===== src/rtl/bb_pkg.sv =====
package bb_pkg;
  localparam int AW       = 32;
  localparam int DW       = 32;
  localparam int BIT_W    = $clog2(DW);
  localparam int WORD_LSB = $clog2(DW / 8);

  typedef enum logic [2:0] {
    ST_IDLE,
    ST_PASS_REQ,
    ST_PASS_WAIT,
    ST_RD_REQ,
    ST_RD_WAIT,
    ST_WR_REQ,
    ST_WR_WAIT,
    ST_RESP
  } bb_state_e;

  typedef struct packed {
    logic             hit;
    logic [AW-1:0]    word_addr;
    logic [BIT_W-1:0] bit_idx;
  } bb_xlat_t;

  function automatic logic [DW-1:0] bit_insert(input logic [DW-1:0] w,
                                               input logic [BIT_W-1:0] idx,
                                               input logic v);
    logic [DW-1:0] r;
    r      = w;
    r[idx] = v;
    return r;
  endfunction
endpackage


===== src/rtl/bb_decode.sv =====
module bb_decode
  import bb_pkg::*;
#(
  parameter int                               NUM_REGIONS = 2,
  parameter int                               REGION_LOG2 = 20,
  parameter logic [AW-1:0]                    ALIAS_GAP   = 32'h0200_0000,
  parameter logic [NUM_REGIONS-1:0][AW-1:0]   REGION_BASE = {32'h4000_0000, 32'h2000_0000}
) (
  input  logic [AW-1:0] addr_i,
  output bb_xlat_t      xlat_o
);
  localparam int BYTE_BITS_W = 3;
  localparam int SHIFT       = BYTE_BITS_W + WORD_LSB;
  localparam int ALIAS_LOG2  = REGION_LOG2 + SHIFT;

  logic [NUM_REGIONS-1:0]         hit;
  logic [NUM_REGIONS-1:0][AW-1:0] byte_addr;

  for (genvar g = 0; g < NUM_REGIONS; g++) begin : g_region
    localparam logic [AW-1:0] ABASE = REGION_BASE[g] + ALIAS_GAP;
    assign hit[g]       = (addr_i[AW-1:ALIAS_LOG2] == ABASE[AW-1:ALIAS_LOG2]);
    assign byte_addr[g] = REGION_BASE[g] + AW'(addr_i[ALIAS_LOG2-1:SHIFT]);
  end

  // lowest region index wins if windows were ever made to overlap
  always_comb begin
    xlat_o = '0;
    for (int r = NUM_REGIONS - 1; r >= 0; r--) begin
      if (hit[r]) begin
        xlat_o.hit       = 1'b1;
        xlat_o.word_addr = {byte_addr[r][AW-1:WORD_LSB], {WORD_LSB{1'b0}}};
        xlat_o.bit_idx   = {byte_addr[r][WORD_LSB-1:0], addr_i[SHIFT-1:WORD_LSB]};
      end
    end
  end

  always_comb begin
    assert_one_window_R1: assert ($onehot0(hit))
      else $error("alias windows overlap");
  end
endmodule


===== src/rtl/bb_ctrl.sv =====
module bb_ctrl
  import bb_pkg::*;
(
  input  logic          clk_i,
  input  logic          rst_ni,
  input  logic          up_valid_i,
  output logic          up_ready_o,
  input  logic [AW-1:0] up_addr_i,
  input  logic          up_we_i,
  input  logic [DW-1:0] up_wdata_i,
  input  bb_xlat_t      xlat_i,
  output logic          up_rvalid_o,
  output logic [DW-1:0] up_rdata_o,
  output logic          dn_valid_o,
  input  logic          dn_ready_i,
  output logic [AW-1:0] dn_addr_o,
  output logic          dn_we_o,
  output logic [DW-1:0] dn_wdata_o,
  output logic          dn_lock_o,
  input  logic          dn_rvalid_i,
  input  logic [DW-1:0] dn_rdata_i
);
  bb_state_e        state_q;
  logic [AW-1:0]    addr_q;
  logic             we_q;
  logic             alias_q;
  logic [DW-1:0]    wdata_q;
  logic [BIT_W-1:0] bit_q;
  logic [DW-1:0]    rdata_q;

  always_ff @(posedge clk_i or negedge rst_ni) begin
    if (!rst_ni) begin
      state_q <= ST_IDLE;
      addr_q  <= '0;
      we_q    <= 1'b0;
      alias_q <= 1'b0;
      wdata_q <= '0;
      bit_q   <= '0;
      rdata_q <= '0;
    end else begin
      unique case (state_q)
        ST_IDLE: if (up_valid_i) begin
          alias_q <= xlat_i.hit;
          addr_q  <= xlat_i.hit ? xlat_i.word_addr : up_addr_i;
          bit_q   <= xlat_i.bit_idx;
          we_q    <= up_we_i;
          wdata_q <= up_wdata_i;
          state_q <= xlat_i.hit ? ST_RD_REQ : ST_PASS_REQ;
        end
        ST_PASS_REQ: if (dn_ready_i) state_q <= ST_PASS_WAIT;
        ST_PASS_WAIT: if (dn_rvalid_i) begin
          rdata_q <= we_q ? '0 : dn_rdata_i;
          state_q <= ST_RESP;
        end
        ST_RD_REQ: if (dn_ready_i) state_q <= ST_RD_WAIT;
        ST_RD_WAIT: if (dn_rvalid_i) begin
          if (we_q) begin
            wdata_q <= bit_insert(dn_rdata_i, bit_q, wdata_q[0]);
            state_q <= ST_WR_REQ;
          end else begin
            rdata_q <= {{(DW-1){1'b0}}, dn_rdata_i[bit_q]};
            state_q <= ST_RESP;
          end
        end
        ST_WR_REQ: if (dn_ready_i) state_q <= ST_WR_WAIT;
        ST_WR_WAIT: if (dn_rvalid_i) begin
          rdata_q <= '0;
          state_q <= ST_RESP;
        end
        default: state_q <= ST_IDLE;
      endcase
    end
  end

  always_comb begin
    up_ready_o  = (state_q == ST_IDLE);
    up_rvalid_o = (state_q == ST_RESP);
    up_rdata_o  = rdata_q;
    dn_valid_o  = (state_q == ST_PASS_REQ) || (state_q == ST_RD_REQ) || (state_q == ST_WR_REQ);
    dn_addr_o   = addr_q;
    dn_we_o     = ((state_q == ST_PASS_REQ) && we_q) || (state_q == ST_WR_REQ);
    dn_wdata_o  = wdata_q;
    dn_lock_o   = alias_q && we_q &&
                  ((state_q == ST_RD_REQ) || (state_q == ST_RD_WAIT) ||
                   (state_q == ST_WR_REQ) || (state_q == ST_WR_WAIT));
  end

  assert_lock_blocks_R7: assert property (@(posedge clk_i) disable iff (!rst_ni)
    dn_lock_o |-> !up_ready_o) else $error("upstream open during locked update");

  assert_req_hold_R9: assert property (@(posedge clk_i) disable iff (!rst_ni)
    dn_valid_o && !dn_ready_i |=> dn_valid_o && $stable(dn_addr_o) && $stable(dn_we_o)
                                  && $stable(dn_wdata_o)) else $error("request dropped");

  assert_single_resp_R10: assert property (@(posedge clk_i) disable iff (!rst_ni)
    up_rvalid_o |=> !up_rvalid_o && up_ready_o) else $error("response not single");

  assert_rd_zext_R4: assert property (@(posedge clk_i) disable iff (!rst_ni)
    up_rvalid_o && alias_q && !we_q |-> up_rdata_o[DW-1:1] == '0) else $error("alias read not zero-extended");

  assert_lock_end_R6: assert property (@(posedge clk_i) disable iff (!rst_ni)
    $fell(dn_lock_o) |-> up_rvalid_o) else $error("lock released early");

  assert_alias_wr_locked_R5: assert property (@(posedge clk_i) disable iff (!rst_ni)
    dn_valid_o && dn_we_o && alias_q |-> dn_lock_o) else $error("alias write without lock");

  assert_alias_rd_plain_R3: assert property (@(posedge clk_i) disable iff (!rst_ni)
    dn_valid_o && alias_q && !we_q |-> !dn_we_o && !dn_lock_o) else $error("alias read malformed");
endmodule


===== src/rtl/bitband_bridge.sv =====
module bitband_bridge
  import bb_pkg::*;
#(
  parameter int                             NUM_REGIONS = 2,
  parameter int                             REGION_LOG2 = 20,
  parameter logic [AW-1:0]                  ALIAS_GAP   = 32'h0200_0000,
  parameter logic [NUM_REGIONS-1:0][AW-1:0] REGION_BASE = {32'h4000_0000, 32'h2000_0000}
) (
  input  logic          clk_i,
  input  logic          rst_ni,
  input  logic          up_valid_i,
  output logic          up_ready_o,
  input  logic [31:0]   up_addr_i,
  input  logic          up_we_i,
  input  logic [31:0]   up_wdata_i,
  output logic          up_rvalid_o,
  output logic [31:0]   up_rdata_o,
  output logic          dn_valid_o,
  input  logic          dn_ready_i,
  output logic [31:0]   dn_addr_o,
  output logic          dn_we_o,
  output logic [31:0]   dn_wdata_o,
  output logic          dn_lock_o,
  input  logic          dn_rvalid_i,
  input  logic [31:0]   dn_rdata_i
);
  bb_xlat_t xlat;

  bb_decode #(
    .NUM_REGIONS(NUM_REGIONS),
    .REGION_LOG2(REGION_LOG2),
    .ALIAS_GAP  (ALIAS_GAP),
    .REGION_BASE(REGION_BASE)
  ) u_decode (
    .addr_i(up_addr_i),
    .xlat_o(xlat)
  );

  bb_ctrl u_ctrl (
    .clk_i      (clk_i),
    .rst_ni     (rst_ni),
    .up_valid_i (up_valid_i),
    .up_ready_o (up_ready_o),
    .up_addr_i  (up_addr_i),
    .up_we_i    (up_we_i),
    .up_wdata_i (up_wdata_i),
    .xlat_i     (xlat),
    .up_rvalid_o(up_rvalid_o),
    .up_rdata_o (up_rdata_o),
    .dn_valid_o (dn_valid_o),
    .dn_ready_i (dn_ready_i),
    .dn_addr_o  (dn_addr_o),
    .dn_we_o    (dn_we_o),
    .dn_wdata_o (dn_wdata_o),
    .dn_lock_o  (dn_lock_o),
    .dn_rvalid_i(dn_rvalid_i),
    .dn_rdata_i (dn_rdata_i)
  );
endmodule


===== config.mk =====
export PLATFORM = sky130hd
export DESIGN_NAME = bitband_bridge
export DESIGN_NICKNAME = d
export VERILOG_FILES = /design/src/rtl/bb_pkg.sv /design/src/rtl/bb_decode.sv /design/src/rtl/bb_ctrl.sv /design/src/rtl/bitband_bridge.sv
export SDC_FILE = /design/constraint.sdc
export NUM_CORES = 1
export LEC_CHECK = 0
export CAP_MARGIN = 20
export CORE_ASPECT_RATIO = 2
export CORE_MARGIN = 2
export CORE_UTILIZATION = 45
export DETAILED_ROUTE_END_ITERATION = 10
export GPL_TIMING_DRIVEN = 0
export PLACE_DENSITY = 0.8
export SKIP_LAST_GASP = 1
export SYNTH_ARGS = -nofsm -noshare
export SYNTH_HDL_FRONTEND = slang
export SYNTH_SLANG_ARGS = --single-unit

===== constraint.sdc =====
create_clock -name clk_i -period 1.8 [get_ports clk_i]
set_input_delay 0.36 -clock clk_i [delete_from_list [all_inputs] [get_ports clk_i]]
set_output_delay 0.36 -clock clk_i [all_outputs]
set_load 0.05 [all_outputs]

## Word-level counts from Yosys, hierarchy flattened

Index checks and enable logic that the tools add are counted.

- Register bits after elaboration: 106

- Equality and inequality tests: 19
- $add $sub $neg: 2
- Muxes and demuxes: 27
- Reduce and logical (&&, ||, !) cells: 18
- Order comparisons: 2

Operators by type and width:

| operator | count |
|---|---|
| two-way mux 32 bit | 9 |
| case mux 32 bit (3 select lines) | 1 |
| two-way mux 38 bit | 2 |
| case mux 32 bit (2 select lines) | 1 |
| adder 31 x 20 -> 32 bit, first input constant | 1 |
| bitwise mux 32 bit | 1 |
| adder 30 x 20 -> 31 bit, first input constant | 1 |
| two-way mux 3 bit | 6 |
| case mux 3 bit (6 select lines) | 1 |
| inequality test 2 bit, second input constant | 8 |
| equality test 3 bit, second input constant | 4 |
| equality test 7 x 5 -> 1 bit, second input constant | 1 |
| equality test 7 x 6 -> 1 bit, second input constant | 1 |
| equality test 3 x 2 -> 1 bit, second input constant | 2 |
| logical OR 1 bit | 6 |
| less-than comparator 5 x 6 -> 1 bit, second input constant | 1 |
| AND reduction 6 bit | 1 |
| binary-select mux 1 bit (select 5 bit) | 1 |
| demux 1 bit (select 5 bit) | 1 |
| >= comparator 5 x 1 -> 1 bit, second input constant | 1 |
| AND reduction 5 bit | 1 |
| logical AND 1 bit | 4 |
| two-way mux 2 bit | 2 |
| inequality test 2 x 1 -> 1 bit, second input constant | 2 |
| other kinds (8) | 9 |

## Longest topological paths before layout

Gate-level depths: netlist (run 1).

- Depth after elaboration: 8
- Depth in mapped cells: 8

## Hierarchy

Synthesis (run 1) repeated with hierarchy kept, for this count alone.

- Cell total of the unflattened synthesis: 585
- Area, all modules: 6030.8 µm²

Modules (own cells, without submodules):

| module | area an instance (µm²) | instances | seq. area each (µm²) | cells each |
|---|---|---|---|---|
| bb_ctrl | 5467.7 | 1 | 2652.5 | 533 |
| bb_decode | 563.0 | 1 | 0.0 | 52 |

## Worst setup path before layout (run 1)

Ideal clock, no wire load.

- Kind: register -> output
- Start point: register u_ctrl.state_q[1]
- End point: output port dn_we_o
- Arrival: 1.762 ns
- Stages on the path, launching flop included: 3
- Path slack: -0.322 ns
- Path buffers: 1
- Required time: 1.440 ns
- Cells stage by stage: dfrtp_1 > buf_2 > a211oi_1

- Longest elaborated chain between the ends: 3

RTL lines:

| element | RTL line | source |
|---|---|---|
| from (decl) | bb_ctrl.sv:23 | `bb_state_e state_q;` |
| from (signal assigned) | bb_ctrl.sv:48 | `state_q <= xlat_i.hit ? ST_RD_REQ : ST_PASS_REQ;` |
| equality test 3 x 1 -> 1 bit | bb_ctrl.sv:81 | `dn_we_o = ((state_q == ST_PASS_REQ) && we_q) \|\| (state_q == ST_WR_REQ);` |
| logical AND 1 bit | bb_ctrl.sv:81 |  |
| logical OR 1 bit * | bb_ctrl.sv:81 |  |
| to (decl) | bitband_bridge.sv:21 | `output logic dn_we_o,` |

Mark *: on every way between the ends. The rest lies on a longest branch, timed or not.

## Worst setup path after layout (run 1)

- Start point: register u_ctrl.state_q[2]
- End point: register u_ctrl.wdata_q[15] (netlist: u_ctrl.dn_wdata_o[15])

- Longest elaborated chain between the ends: 3

RTL lines:

| element | RTL line | source |
|---|---|---|
| equality test 3 bit / zero test 3 bit (equally long branches) | bb_ctrl.sv:41 | `unique case (state_q)` |
| inequality test 2 x 1 -> 1 bit (no line), or another cell as far along | -- |  |
| AND reduction 4 bit (no line) | -- |  |
| to (signal assigned) | bb_ctrl.sv:47 | `wdata_q <= up_wdata_i;` |
| to (signal assigned) | bb_ctrl.sv:58 | `wdata_q <= bit_insert(dn_rdata_i, bit_q, wdata_q[0]);` |
| to (decl) | bb_ctrl.sv:27 | `logic [DW-1:0] wdata_q;` |

Several ways; a longest one is shown, not always the timed one.
A chain may end at the register's enable or synchronous reset.

==> impl_metrics.yaml, run 1 <==
status:
  outcome: "finished with violations"
  violations: "negative setup slack"
setup_path:
  worstPathRequired_ns: 2.09
  timing.critical_path.slowest_stage_cell: "sky130_fd_sc_hd__or3_4"
  timing_worst_setup_path_type: "reg2reg"
  critical_path_buf_inv_count: 2
  arrival_ns: 2.12
  maximum_fanout_along_the_worst_path: 10
  crit_path_end_kind: "flip-flop"
  startpoint_type: "flip-flop"
  cp_common_cell: "sky130_fd_sc_hd__buf_6"
  cells_traversed_along_the_worst_timing_path: "buf_6 > and3_4 > a21oi_4 > or3_4 > buf_6 > a311oi_2 > a21o_1"
  cpLargestDelayFamily: "simple AND/OR/NAND/NOR gates"
  critical_path.max_stage_delay_ns: 0.43
clock_tree:
  numClockSinks: 106
  cts_tree: "built"
  cts_inserted_buffers: 9
  clockRootBuffer: "sky130_fd_sc_hd__clkbuf_16"
  clock_tree.htree_level_count: 3
  maximum_clock_path_buffer_count: 2
  cts.reportedPaths.clkPinSlew_ns: 0.08
  clk_latency_ns: 0.35
grt:
  wire_length_of_the_first_global_routing_pass_microns: 29600
  grt_pass1_vias: 5633
  grtUsageTotal_pct: 27.4
  grt_antenna_before_repair: 0
  grt_start_max_net_pins: 64
  grt-ovfl-total: 0
cells_and_area:
  highest_count_cells_in_the_layout_ignoring_fill_and_taps: "sky130_fd_sc_hd__nand2_1 (167), sky130_fd_sc_hd__dfrtp_1 (105), sky130_fd_sc_hd__clkdlybuf4s50_1 (99)"
  final_cell_count_no_fill: 1020
  num-nets-final: 967
  seq_area_sq_um: 2650
  flow.area_growth_from_synthesis_pct: 49.9
  filler_cell_count: 995
  postLayoutCoreUtil_pct: 68.5
  layout.cells.most_common: "sky130_fd_sc_hd__nand2_1"
  antennaDiodeCount: 0
  fraction_of_final_layout_cells_sized_beyond_drive_strength_1_pct: 16.2
  multi_input_comb_area_sq_um: 2930
synth:
  synth_area_per_cell_sq_um: 8.90
  synth_cell_types: 43
  post_synth_and_or_nand_nor_area_fraction_pct: 19.9
  synth_adder_area_share_pct: 0
  leading_post_synthesis_cells_by_cell_area: "sky130_fd_sc_hd__dfrtp_1 (47%), sky130_fd_sc_hd__nand2_1 (11%), sky130_fd_sc_hd__o21ai_0 (6.7%)"
  synthesis.nets: 739
  postSynthRegisterBits: 106
  synthDominantCellAreaShare_pct: 46.8
  synthesis.yosys.warnings: 0
  synth.mux.area_fraction_pct: 7.57
  synth-compound-area-share_pct: 20.5
  synth_top_family_by_area: "compound AO/OA/AOI/OAI gates"
  syn_inst: 637
  seq_area_frac_synth_pct: 46.8
  netlist_area_sq_um: 5670
  synthXorXnorAreaFrac_pct: 0.309
  synth.largest_area_cell: "sky130_fd_sc_hd__dfrtp_1"
  number_of_enable_type_register_cells_in_the_synthesized_netlist: 0
  postSynth.topFlopCell: "sky130_fd_sc_hd__dfrtp_1"
  ffs_w_async_s_r_synth_pct: 100
pwr:
  leakagePower_nw: 3.99
  switching_power_w: 0.00789
  power_report.internal_total_w: 0.00693
  power.combinational.fraction_pct: 59.5
  power_frac_clock_pct: 13.3
  areal_power_density_over_the_cells_nw_per_um2: 1740
  irDropWorstVdd_uv: 1240
  seq_power_share_pct: 27.1
  sw_frac_of_total_pct: 53.2
timing:
  post-route-period-util_pct: 101
  period_minus_slack_ns: 1.83
  rsz0062_at_grt: "true"
  finalSetupViolations: 3
  final_critical_path_setup_slack_ns: -0.0253
  fin_skew_ns: 0.00717
  max_slew_margin_pct: 44.9
  setup-tns-final_ns: -0.0552
  timing.final.hold_violations: 0
  maxClockFrequency_ghz: 0.548
  timing.final.max_slew_violations: 0
  worst-slew-pin-transition_ns: 0.827
routing:
  postRouteWirelength_microns: 19400
  drt-initial-drc-count: 477
  routedWlPerCell_microns: 19.0
  route.detailed.vias_per_inst: 5.72
  dr_total_vias: 5836
  number_of_optimization_iterations_in_the_first_detailed_route_pass: 5
  drc: 0
  antenna_left: 0
place:
  numPlacedInstances: 990
  place.gp.congestion: 0.900
  hpwl_microns: 14100
  place_worst_setup_slack_ns: -0.471
  number_of_input_and_output_port_buffers_inserted: 202
run:
  drv.max_cap_violation_count: 0
floorplan:
  core_area_sq_um: 12400
  placement_rows: 58
  count_of_pins_on_the_block_boundary: 203
  dieArea_sq_um: 13600
  floorplan.initialDensity_pct: 45.7
  die_h_microns: 163
  die_w_microns: 83.4
worst_hold_path:
  worst_hold_path_type: "in2async"
[layer usage]
metal  track usage, %  share of wire (%)
met4             14.0                5.5
met1             34.5                 38
met5                0                  0
met3             6.03                8.4
met2             44.4                 48
[kinds of logic (layout without fill, tap and decap cells)]
group	Yosys count	in the layout
and+or+nand+nor	268	269
AOI/OAI and AO/OA	162	162
DFF	106	106
buffers and inverters	58	290
muxes	41	41
xor gates and xnor gates	2	2
[layout make-up]
type                       instances  area share [%]
multi-input combinational        474            34.5
sequential                       106            31.2
timing repair buffer             220            24.2
buffer                            49            4.18
clock buffer                       9            2.65
tap                              150            2.21
clock inverter                     7           0.824
inverter                           5           0.250
[power by group through the flow]
stage | combinational (W) | sequential (W) | clock (W)
6_report | 0.00882 | 0.00402 | 0.00197
4_1_cts | 0.00841 | 0.00401 | 0.00198
2_1_floorplan | 0.00242 | 0.00749 | 0
5_1_grt | 0.00933 | 0.00416 | 0.00209
3_5_place_dp | 0.00902 | 0.00408 | 0
3_3_place_gp | 0.00889 | 0.00405 | 0
[timing repair]
item / CTS / global route
buffers inserted: 4 / 10
gates cloned: 0 / 4
setup endpoints to repair: 171 / 96
hold endpoints to repair: 0 / 0
pin swaps: 2 / 9
hold buffers: 0 / 0
gates resized for setup: 151 / 87
[flip-flops by register name, indices dropped and copies added, names as in the netlist]
register,count
u_ctrl.alias_q,1
u_ctrl.bit_q,5
u_ctrl.dn_addr_o,32
u_ctrl.dn_wdata_o,32
u_ctrl.state_q,3
u_ctrl.up_rdata_o,32
u_ctrl.we_q,1
[path summary, 6_finish.rpt]
path	startpoint	endpoint	slack (ns)	depth (start not counted)
max	u_ctrl.state_q[2]	u_ctrl.dn_wdata_o[15]	-0.03	7
max reg2reg	u_ctrl.state_q[2]	u_ctrl.dn_wdata_o[15]	-0.03	7
min	rst_ni	u_ctrl.dn_addr_o[16]	0.11	1
max in group asynchronous	rst_ni	u_ctrl.dn_wdata_o[2]	0.97	2
min reg2reg	u_ctrl.dn_wdata_o[10]	u_ctrl.dn_wdata_o[10]	0.47	1
min in group clk_i	u_ctrl.dn_wdata_o[10]	u_ctrl.dn_wdata_o[10]	0.47	1
[metrics by stage]
stage                     area, sq um  hold slack [ns]  power, W
final                            8500            0.105    0.0148
after global routing             8500            0.173    0.0156
after CTS                        8180            0.133    0.0144
after detailed placement         7910            0.462    0.0131
after global placement           7900            0.458    0.0129
after floorplan                  5690           0.0644   0.00990
[synthesized netlist by cell type, drive strengths merged, types with 2 or more instances]
cell	n
nand2	168
dfrtp	106
o21ai	77
nor2	50
mux2i	35
a21o	28
clkbuf	28
buf	25
a311oi	21
nand3	20
a21oi	10
a211oi	8
nor3	8
inv	5
mux2	5
o22ai	5
nand3b	4
nor2b	4
a311o	3
a31oi	3
and3	3
nand2b	3
nor3b	3
or3	2
Power figures use the tool's default switching activity.
==> run 2, diff against run 1 <==
CORE_UTILIZATION = 43   (was 45)
PLACE_DENSITY = 0.77   (was 0.8)
==> run 2 against run 1 <==
Against the previous run:
- wire length grew 2.3%
- critical path depth fell by 2
- final cell count is 0.29% higher
- count of clock-buffer cells in the layout is 1 higher
- highest routed layer unchanged
- utilization decreased by 3.0 points
- sequential power barely moved
- maximum frequency shrank 4.1%
- largest cell class unchanged
- global-route usage up 0.37 points
- the flow still finishes with violations (negative setup slack)
==> impl_metrics.yaml, run 2 (synthesis gave the netlist of run 1 again) <==
routing:
  drc: 0
  postRouteWirelength_microns: 19800
  drt-initial-drc-count: 308
  routedWlPerCell_microns: 19.4
  route.detailed.vias_per_inst: 5.55
  antenna_left: 0
  number_of_optimization_iterations_in_the_first_detailed_route_pass: 5
  dr_total_vias: 5673
setup_path:
  crit-reg2reg-launch: "u_ctrl.state_q[2]"
  startpoint_type: "flip-flop"
  reg2reg_slack_ns: 0.02
  worst-path-stages: 5
  critical_path_buf_inv_count: 2
  cells_traversed_along_the_worst_timing_path: "buf_6 > nand2_2 > xnor2_1 > and3_1 > buf_6"
  cpLargestDelayFamily: "flip-flops"
  crit_path_end_kind: "primary output"
  timing.critical_path.slowest_stage_cell: "sky130_fd_sc_hd__dfrtp_2"
  timing_worst_setup_path_type: "reg2out"
  reg2reg_depth: 7
  crit_start: "u_ctrl.state_q[1]"
  reg2reg_to: "u_ctrl.dn_wdata_o[22]"
  cp_common_cell: "sky130_fd_sc_hd__buf_6"
  worstPathRequired_ns: 1.44
  arrival_ns: 1.54
  maximum_fanout_along_the_worst_path: 10
  critical_path.max_stage_delay_ns: 0.42
place:
  numPlacedInstances: 992
  number_of_input_and_output_port_buffers_inserted: 202
  hpwl_microns: 15700
  place_worst_setup_slack_ns: -0.503
  place.gp.congestion: 0.935
timing:
  fin_skew_ns: 0.00827
  maxClockFrequency_ghz: 0.526
  finalSetupViolations: 1
  post-route-period-util_pct: 106
  rsz0062_at_grt: "true"
  timing.final.max_slew_violations: 0
  worst-slew-pin-transition_ns: 0.570
  setup-tns-final_ns: -0.102
  final_critical_path_setup_slack_ns: -0.102
  timing.final.hold_violations: 0
  max_slew_margin_pct: 62.2
  period_minus_slack_ns: 1.90
status:
  violations: "negative setup slack"
  outcome: "finished with violations"
floorplan:
  placement_rows: 59
  count_of_pins_on_the_block_boundary: 203
  die_h_microns: 166
  die_w_microns: 85.2
  dieArea_sq_um: 14200
  core_area_sq_um: 12900
  floorplan.initialDensity_pct: 43.9
grt:
  grt-ovfl-total: 0
  grt_start_max_net_pins: 73
  wire_length_of_the_first_global_routing_pass_microns: 30900
  grt_antenna_before_repair: 0
  grt_pass1_vias: 5977
  grtUsageTotal_pct: 27.8
clock_tree:
  cts_inserted_buffers: 9
  cts_tree: "built"
  clockRootBuffer: "sky130_fd_sc_hd__clkbuf_16"
  maximum_clock_path_buffer_count: 2
  numClockSinks: 106
  clock_tree.htree_level_count: 3
  cts.reportedPaths.clkPinSlew_ns: 0.08
  clk_latency_ns: 0.35
cells_and_area:
  flow.area_growth_from_synthesis_pct: 49.3
  multi_input_comb_area_sq_um: 2860
  final_cell_count_no_fill: 1023
  fraction_of_final_layout_cells_sized_beyond_drive_strength_1_pct: 15.4
  antennaDiodeCount: 0
  num-nets-final: 968
  seq_area_sq_um: 2650
  highest_count_cells_in_the_layout_ignoring_fill_and_taps: "sky130_fd_sc_hd__nand2_1 (167), sky130_fd_sc_hd__dfrtp_1 (105), sky130_fd_sc_hd__clkdlybuf4s50_1 (99)"
  filler_cell_count: 1119
  layout.cells.most_common: "sky130_fd_sc_hd__nand2_1"
pwr:
  power.combinational.fraction_pct: 58.7
  seq_power_share_pct: 27.4
  leakagePower_nw: 3.99
  areal_power_density_over_the_cells_nw_per_um2: 1740
  sw_frac_of_total_pct: 52.9
  power_report.internal_total_w: 0.00693
  power_frac_clock_pct: 13.9
  switching_power_w: 0.00779
  post-layout-total-power_w: 0.0147
  irDropWorstVdd_uv: 1090
worst_hold_path:
  min_to: "u_ctrl.dn_wdata_o[1]"
  worst_hold_path.num_cells: 2
  worst_hold_path_type: "reg2reg"
  worst_min_path_start: "u_ctrl.dn_wdata_o[1]"
run:
  drv.max_cap_violation_count: 0
-- run 2: cell types whose count changed in the layout (fill, tap and decap cells not counted), sizes merged --
| cell | delta |
|---|---|
| buf | -1 |
| bufinv | +1 |
| clkbuf | +3 |
| clkinv | -1 |
| clkinvlp | +1 |
| dlygate4sd3 | +1 |
| inv | -2 |
| or3 | -1 |
-- run 2: worst max-delay path by stage --
stage	endpoint
after CTS	dn_lock_o
after floorplan	u_ctrl.dn_addr_o[17]
after global routing	dn_lock_o
after global placement	u_ctrl.dn_wdata_o[4]
final	dn_lock_o
after detailed placement	u_ctrl.dn_addr_o[19]
-- run 2: per-layer routing --
layer / track usage (%) / routed length (microns) / up-vias
met3: 5.35 / 1210 / 69
met1: 27.0 / 6460 / 2683
li1: - / - / 2657
met4: 14.4 / 1070 / 0
met2: 53.3 / 11100 / 264
met5: 0 / 0 / -
-- run 2: final cells by class --
cell class | instances | share of cell area, %
multi-input combinational | 473 | 33.8
sequential | 106 | 31.3
timing repair buffer | 222 | 24.7
buffer | 49 | 4.14
clock buffer | 10 | 2.70
tap | 152 | 2.25
clock inverter | 6 | 0.872
inverter | 5 | 0.251
-- run 2: worst register-to-register path: stages, from the launching register on --
cell                       delay (ns)
sky130_fd_sc_hd__dfrtp_1         0.36
sky130_fd_sc_hd__buf_6           0.14
sky130_fd_sc_hd__and3_1          0.16
sky130_fd_sc_hd__a21oi_1         0.04
sky130_fd_sc_hd__or3_4           0.45
sky130_fd_sc_hd__buf_6           0.19
sky130_fd_sc_hd__a311oi_2        0.27
sky130_fd_sc_hd__a21o_1          0.12
-- run 2: repair_timing --
action                                  4_1_cts  5_1_grt
endpoints found under the hold margin        34        0
resized for setup                           157       65
pin swaps                                     2        8
endpoints found under the setup margin      187      107
buffers inserted                              4       12
hold buffers                                  1        0
cloned                                        0        2
-- run 2: power by group through the flow --
| stage | Sequential (W) | Clock, W | Combinational, W |
|---|---|---|---|
| 6_report | 0.00403 | 0.00205 | 0.00864 |
| 5_1_grt | 0.00416 | 0.00216 | 0.00913 |
| 4_1_cts | 0.00403 | 0.00207 | 0.00854 |
| 3_5_place_dp | 0.00410 | 0 | 0.00911 |
| 3_3_place_gp | 0.00404 | 0 | 0.00895 |
| 2_1_floorplan | 0.00749 | 0 | 0.00242 |
-- run 2: metrics by stage --
stage / area (sq um) / util, % / hold WS (ns)
2_1_floorplan: 5690 / - / 0.0644
3_3_place_gp: 7900 / 61.1 / 0.452
3_5_place_dp: 7920 / 61.3 / 0.348
4_1_cts: 8230 / 63.7 / 0.468
5_1_grt: 8470 / 65.5 / 0.492
6_report: 8470 / 65.5 / 0.465
